===== config.mk =====
export PLATFORM = sky130hd
export DESIGN_NAME = eow_poll_engine
export DESIGN_NICKNAME = d
export VERILOG_FILES = /design/src/rtl/eow_pkg.sv /design/src/rtl/eow_status_judge.sv /design/src/rtl/eow_timeout_timer.sv /design/src/rtl/eow_poll_engine.sv
export SDC_FILE = /design/constraint.sdc
export NUM_CORES = 1
export LEC_CHECK = 0
export ABC_AREA = 1
export BUFFER_PORTS_ARGS = -buffer_cell sky130_fd_sc_hd__clkbuf_2
export CORE_MARGIN = 2
export CORE_UTILIZATION = 30
export CTS_CLUSTER_DIAMETER = 60
export DETAILED_ROUTE_END_ITERATION = 16
export GPL_TIMING_DRIVEN = 0
export SLEW_MARGIN = 20
export SYNTH_ARGS = -nofsm -noshare
export SYNTH_HDL_FRONTEND = slang
export SYNTH_HIERARCHICAL = 1
export SYNTH_SLANG_ARGS = --single-unit

===== constraint.sdc =====
create_clock -name clk -period 3.15 [get_ports clk]
set_input_delay 0.4725 -clock clk [delete_from_list [all_inputs] [get_ports clk]]
set_output_delay 0.4725 -clock clk [all_outputs]
set_load 0.01 [all_outputs]

===== src/rtl/eow_pkg.sv =====
package eow_pkg;

    typedef enum logic [1:0] {
        OP_PROG       = 2'b00,
        OP_BLK_ERASE  = 2'b01,
        OP_CHIP_ERASE = 2'b10,
        OP_SECID_PROG = 2'b11
    } op_e;

    typedef enum logic {
        ST_IDLE = 1'b0,
        ST_POLL = 1'b1
    } state_e;

endpackage


===== src/rtl/eow_status_judge.sv =====
module eow_status_judge #(
    parameter int DW       = 16,
    parameter int POLL_BIT = 7,
    parameter int TOG_BIT  = 6
) (
    input  logic          tog_mode_i,
    input  logic          erase_i,
    input  logic          exp_bit_i,
    input  logic          prev_valid_i,
    input  logic          prev_tog_i,
    input  logic [DW-1:0] word_i,
    output logic          hit_o
);

    always_comb begin
        if (tog_mode_i) begin
            hit_o = prev_valid_i && (word_i[TOG_BIT] == prev_tog_i);
        end else if (erase_i) begin
            hit_o = word_i[POLL_BIT];
        end else begin
            hit_o = (word_i[POLL_BIT] == exp_bit_i);
        end
    end

endmodule


===== src/rtl/eow_timeout_timer.sv =====
module eow_timeout_timer #(
    parameter int CW = 24
) (
    input  logic          clk,
    input  logic          rst_n,
    input  logic          clear_i,
    input  logic          run_i,
    input  logic [CW-1:0] limit_i,
    output logic          expired_o
);

    logic [CW-1:0] cnt_d, cnt_q;

    always_comb begin
        cnt_d = cnt_q;
        if (clear_i) begin
            cnt_d = '0;
        end else if (run_i) begin
            cnt_d = cnt_q + 1'b1;
        end
    end

    always_ff @(posedge clk or negedge rst_n) begin
        if (!rst_n) begin
            cnt_q <= '0;
        end else begin
            cnt_q <= cnt_d;
        end
    end

    assign expired_o = run_i && (cnt_q >= limit_i - 1'b1);


    cnt_in_window_chk: assert property (@(posedge clk) disable iff (!rst_n)
        run_i |-> (cnt_q < limit_i));

endmodule


===== src/rtl/eow_poll_engine.sv =====
module eow_poll_engine
    import eow_pkg::*;
#(
    parameter int DW         = 16,
    parameter int POLL_BIT   = 7,
    parameter int TOG_BIT    = 6,
    parameter int CW         = 24,
    parameter int PROG_LIMIT = 2400,
    parameter int BLK_LIMIT  = 5000000,
    parameter int CHIP_LIMIT = 12000000
) (
    input  logic          clk,
    input  logic          rst_n,
    input  logic          start_i,
    input  logic [1:0]    op_i,
    input  logic          use_toggle_i,
    input  logic [DW-1:0] exp_data_i,
    output logic          rd_req_o,
    input  logic          rd_ack_i,
    input  logic [DW-1:0] rd_data_i,
    output logic          busy_o,
    output logic          done_o,
    output logic          err_o,
    output logic          timeout_o
);

    localparam int CONFIRM_READS = 2;
    localparam int KW            = $clog2(CONFIRM_READS + 1);
    localparam logic [CW-1:0] PROG_LIM_C = CW'(PROG_LIMIT);
    localparam logic [CW-1:0] BLK_LIM_C  = CW'(BLK_LIMIT);
    localparam logic [CW-1:0] CHIP_LIM_C = CW'(CHIP_LIMIT);

    typedef struct packed {
        state_e        st;
        op_e           op;
        logic          tog;
        logic [DW-1:0] exp;
        logic [KW-1:0] conf;
        logic          prev_valid;
        logic          prev_tog;
        logic          done;
        logic          err;
        logic          tmo;
    } ctl_t;

    ctl_t ctl_d, ctl_q;

    logic          hit;
    logic          expired;
    logic          tmr_clear;
    logic          is_erase;
    logic [CW-1:0] limit_sel;

    assign is_erase = (ctl_q.op == OP_BLK_ERASE) || (ctl_q.op == OP_CHIP_ERASE);

    always_comb begin
        case (ctl_q.op)
            OP_BLK_ERASE:  limit_sel = BLK_LIM_C;
            OP_CHIP_ERASE: limit_sel = CHIP_LIM_C;
            default:       limit_sel = PROG_LIM_C;
        endcase
    end

    eow_status_judge #(
        .DW       (DW),
        .POLL_BIT (POLL_BIT),
        .TOG_BIT  (TOG_BIT)
    ) u_judge (
        .tog_mode_i   (ctl_q.tog),
        .erase_i      (is_erase),
        .exp_bit_i    (ctl_q.exp[POLL_BIT]),
        .prev_valid_i (ctl_q.prev_valid),
        .prev_tog_i   (ctl_q.prev_tog),
        .word_i       (rd_data_i),
        .hit_o        (hit)
    );

    eow_timeout_timer #(
        .CW (CW)
    ) u_timer (
        .clk       (clk),
        .rst_n     (rst_n),
        .clear_i   (tmr_clear),
        .run_i     (ctl_q.st == ST_POLL),
        .limit_i   (limit_sel),
        .expired_o (expired)
    );

    always_comb begin
        ctl_d      = ctl_q;
        ctl_d.done = 1'b0;
        ctl_d.err  = 1'b0;
        ctl_d.tmo  = 1'b0;
        tmr_clear  = 1'b0;
        case (ctl_q.st)
            ST_IDLE: begin
                if (start_i) begin
                    ctl_d.st         = ST_POLL;
                    ctl_d.op         = op_e'(op_i);
                    ctl_d.tog        = use_toggle_i || (op_e'(op_i) == OP_SECID_PROG);
                    ctl_d.exp        = exp_data_i;
                    ctl_d.conf       = '0;
                    ctl_d.prev_valid = 1'b0;
                    tmr_clear        = 1'b1;
                end
            end
            default: begin
                if (rd_ack_i) begin
                    ctl_d.prev_valid = 1'b1;
                    ctl_d.prev_tog   = rd_data_i[TOG_BIT];
                    if (hit) begin
                        if (ctl_q.conf == KW'(CONFIRM_READS)) begin
                            ctl_d.done = 1'b1;
                            ctl_d.st   = ST_IDLE;
                        end else begin
                            ctl_d.conf = ctl_q.conf + 1'b1;
                        end
                    end else if (ctl_q.conf != '0) begin
                        ctl_d.err = 1'b1;
                        ctl_d.st  = ST_IDLE;
                    end
                end
                if (expired && (ctl_d.st == ST_POLL)) begin
                    ctl_d.tmo = 1'b1;
                    ctl_d.st  = ST_IDLE;
                end
            end
        endcase
    end

    always_ff @(posedge clk or negedge rst_n) begin
        if (!rst_n) begin
            ctl_q <= '{st: ST_IDLE, op: OP_PROG, default: '0};
        end else begin
            ctl_q <= ctl_d;
        end
    end

    assign busy_o    = (ctl_q.st == ST_POLL);
    assign rd_req_o  = (ctl_q.st == ST_POLL);
    assign done_o    = ctl_q.done;
    assign err_o     = ctl_q.err;
    assign timeout_o = ctl_q.tmo;


    result_excl_chk: assert property (@(posedge clk) disable iff (!rst_n)
        $onehot0({done_o, err_o, timeout_o}));


    done_pulse_chk: assert property (@(posedge clk) disable iff (!rst_n)
        (done_o || err_o || timeout_o) |=> !(done_o || err_o || timeout_o));


    start_accept_chk: assert property (@(posedge clk) disable iff (!rst_n)
        (start_i && !busy_o) |=> busy_o);


    verdict_after_read_chk: assert property (@(posedge clk) disable iff (!rst_n)
        (done_o || err_o) |-> $past(rd_req_o && rd_ack_i));


    result_ends_busy_chk: assert property (@(posedge clk) disable iff (!rst_n)
        (done_o || err_o || timeout_o) |-> (!busy_o && $past(busy_o)));

endmodule


==> results.sh <==
export IMPL_path_cells="inv_1 > ha_1 > inv_1 > inv_1 > xor2_1 > inv_1 > ha_1 > nand2_1 > nor2_1 > nand2_1 > nor2_1 > nand3_1 > nor2_1 > nor2_1 > nor2_1 > nor2_1 > nand3_1 > nand2_1"
export IMPL_worst_pin_slew_ns=0.537
export IMPL_stdcell_area_sq_mm=0.00358
export IMPL_area_growth_pct=14.2
export IMPL_yosysTopAreaCell="dfrtp_1"
export IMPL_die_area_sq_mm=0.0113
export IMPL_clkSinkCount=36
export IMPL_critPathMaxFanout=7
export IMPL_crit_start="ctl_q[24]$_DFFE_PN0P_"
export IMPL_path_clk_slew_ns=0.08
export IMPL_yosysMostFrequentCell="nand2_1"
export IMPL_ys_seq_area_frac=0.287
export IMPL_fin_nets=598
export IMPL_synth_area_top_cells="dfrtp_1 29%, nand2_1 15%, ha_1 12%, nor2_1 9.6%, inv_1 9.0%"
export IMPL_num_vias=2924
export IMPL_drv_cap=0
export IMPL_via_per_inst=4.40
export IMPL_fin_tns_setup_ns=0
export IMPL_final_seq_area_sq_um=901
export IMPL_ant_nets=0
export IMPL_r2r_start="ctl_q[24]$_DFFE_PN0P_"
export IMPL_finalWorstPathRequiredPeriod_ns=2.79
export IMPL_syn_avg_cell_area_sq_um=6.56
export IMPL_hpwl_um=5720
export IMPL_yosys_register_bits=36
export IMPL_arrival_ns=2.97
export IMPL_drc=0
export IMPL_clkLatencyLatePin_ns=0.29
export IMPL_netlist_area_leader_share=0.287
export IMPL_max_slew_margin=0.642
export IMPL_io_pin_count=44
export IMPL_grt_pass1_wl_um=13100
export IMPL_fmax_mhz=359
export IMPL_overflow=0
export IMPL_status="complete, no violations"
export IMPL_coreArea_sq_mm=0.0102
export IMPL_port_buffers=14
export IMPL_cp_slowest_stage_delay_ns=0.35
export IMPL_clock_skew_ns=0.0115
export IMPL_first_pass_iters=4
export IMPL_ir_drop_mv=0.370
export IMPL_wl_per_cell_um=10.9
export IMPL_synth_edf_count=0
export IMPL_multiInputGateArea_sq_mm=0.00204
export IMPL_cts_htree_levels=2
export IMPL_die_w_um=106
export IMPL_synthTopCellsByCount="123 x nand2_1, 80 x nor2_1, 75 x inv_1"
export IMPL_synth_warnings=6
export IMPL_fillCellCount=1100
export IMPL_holdCritPathClass="input pin to asynchronous set/reset pin"
export IMPL_rows=37
export IMPL_slew_viol_final=0
export IMPL_critPathLaunchType="flip-flop"
export IMPL_placed_area_sq_mm=0.00348
export IMPL_syn_inst=478
export IMPL_antenna_cells=0
export IMPL_ys_flop_type="dfrtp_1"
export IMPL_rsz0062_at_grt="no"
export IMPL_drive_gt1_frac=0.0701
export IMPL_hold_viol=0
export IMPL_power_density_mw_per_mm2=553
export IMPL_synth_cell_type_count=29
export IMPL_setup_violations=0
export IMPL_min_period_over_period=0.884
export IMPL_criticalPathCategory="flip-flop to flip-flop"
export IMPL_die_h_um=106
export IMPL_worst_setup_path_end_kind="flip-flop"
export IMPL_critPathSlowestCell="dfrtp_1"
export IMPL_grt_max_degree=37
export IMPL_drt_iter0_markers=167
export IMPL_cts_setup_buffers=0
export IMPL_antenna_found_initial=0
export IMPL_cts_max_path_buffers=2
export IMPL_utilization=0.350
export IMPL_grt_pass1_vias=2934
export IMPL_cts_buffers=5
export IMPL_worstPathRequired_ns=3.33
export IMPL_netlist_area_sq_mm=0.00314
export IMPL_initial_core_util=0.307
export IMPL_routabilityCongestion=0.826
export IMPL_clockRootBuffer="clkbuf_8"
export IMPL_cts_tree="yes"
export IMPL_path_buf_inv=4
export IMPL_wl_um=7260
export IMPL_ys_async_sr_fraction=1.00
export IMPL_p_leak_nw=1.92
export IMPL_crit_top_cell="nor2_1"
export IMPL_crit_family="simple AND/OR/NAND/NOR gates"
export IMPL_track_usage=0.143
what timing repair did:
| item | CTS | global route |
|---|---|---|
| hold buffers | 0 | 0 |
| endpoints found under the setup margin | 0 | 2 |
| gates resized for setup | 0 | 1 |
| endpoints found under the hold margin | 0 | 0 |
cells in the final DEF (no fill, tap or decap), types with 2 or more instances in the layout:
cell / n
o21ai_1: 2
clkbuf_8: 5
ha_1: 30
nor2_1: 80
nand2_1: 123
or2_2: 2
xor2_1: 14
inv_2: 3
inv_1: 75
o21bai_1: 2
nand4_1: 3
nand3b_1: 2
nand2_2: 2
nor3b_1: 3
o21ai_0: 13
clkbuf_1: 3
nor2_4: 3
clkbuf_2: 14
a21oi_1: 19
xnor2_1: 8
conb_1: 30
dfrtp_1: 36
nand3_1: 35
nor2_2: 3
nor3_1: 9
metal layers:
metal,share of wire,track usage,up-vias
met5,0,0,-
met4,0.014,0.0423,0
met3,0.028,0.0184,9
met2,0.46,0.248,35
met1,0.50,0.184,1326
li1,-,-,1554
metrics by stage:
stage               hold slack [ns]  total power (W)  std cells  setup WS (ns)
floorplan                     0.177          0.00141        506          0.803
global placement              0.458          0.00163        656          0.304
detailed placement            0.458          0.00167        656          0.264
CTS                           0.367          0.00199        663          0.253
global route                 0.0752          0.00222        664        0.00644
finish                       0.0601          0.00198        664          0.365
sequential cells by signal, indices dropped and copies added (netlist names):
signal / cells
busy_o: 1
ctl_q: 8
done_o: 1
err_o: 1
timeout_o: 1
u_timer/cnt_q: 24
where the power goes:
part | leakage, nW | switching, W | internal [W]
clock network | 0.0410 | 0.000167 | 0.000151
logic | 1.40 | 0.000662 | 0.000371
registers | 0.482 | 0.0000866 | 0.000546
logic make-up (layout without fill, tap and decap cells):
group	after synthesis	count (layout)	share of synthesized area
buffers and inverters	81	103	0.0981
flip-flops	36	36	0.287
AO/OA/AOI/OAI	39	39	0.0662
other	2	30	0.00239
AND/OR/NAND/NOR	267	267	0.361
adder cells (fa/ha/maj)	31	31	0.124
XOR/XNOR	22	22	0.0614
worst paths after layout:
| kind | endpoint | slack [ns] | cells after the start |
|---|---|---|---|
| setup reg to reg | busy_o$_DFF_PN0_ | 0.36 | 18 |
| max in group asynchronous | u_timer/cnt_q[0]$_DFFE_PN0P_ | 2.63 | 2 |
| hold / removal | u_timer/cnt_q[18]$_DFFE_PN0P_ | 0.06 | 1 |
| min in group clk | ctl_q[14]$_DFFE_PN0P_ | 0.39 | 3 |
| hold reg to reg | ctl_q[4]$_DFFE_PN0P_ | 0.47 | 2 |
| setup / recovery | busy_o$_DFF_PN0_ | 0.36 | 18 |
final cells by class:
| cell class | instances | area share |
|---|---|---|
| repair buffers | 15 | 0.0251 |
| well taps | 136 | 0.0475 |
| clock inverters | 1 | 0.00140 |
| plain buffers | 3 | 0.00419 |
| clock buffers | 6 | 0.0203 |
| flip-flops and latches | 36 | 0.251 |
| multi-input cells | 389 | 0.568 |
| inverters | 78 | 0.0817 |
worst register-to-register path, stage by stage, from the launching register on:
cell and delay [ns]:
dfrtp_1 0.35, inv_1 0.07, ha_1 0.35, inv_1 0.27
inv_1 0.11, xor2_1 0.21, inv_1 0.07, ha_1 0.27
nand2_1 0.06, nor2_1 0.10, nand2_1 0.09, nor2_1 0.11
nand3_1 0.08, nor2_1 0.13, nor2_1 0.09, nor2_1 0.13
nor2_1 0.06, nand3_1 0.07, nand2_1 0.05
No activity file was read; power rests on OpenSTA's default activity.
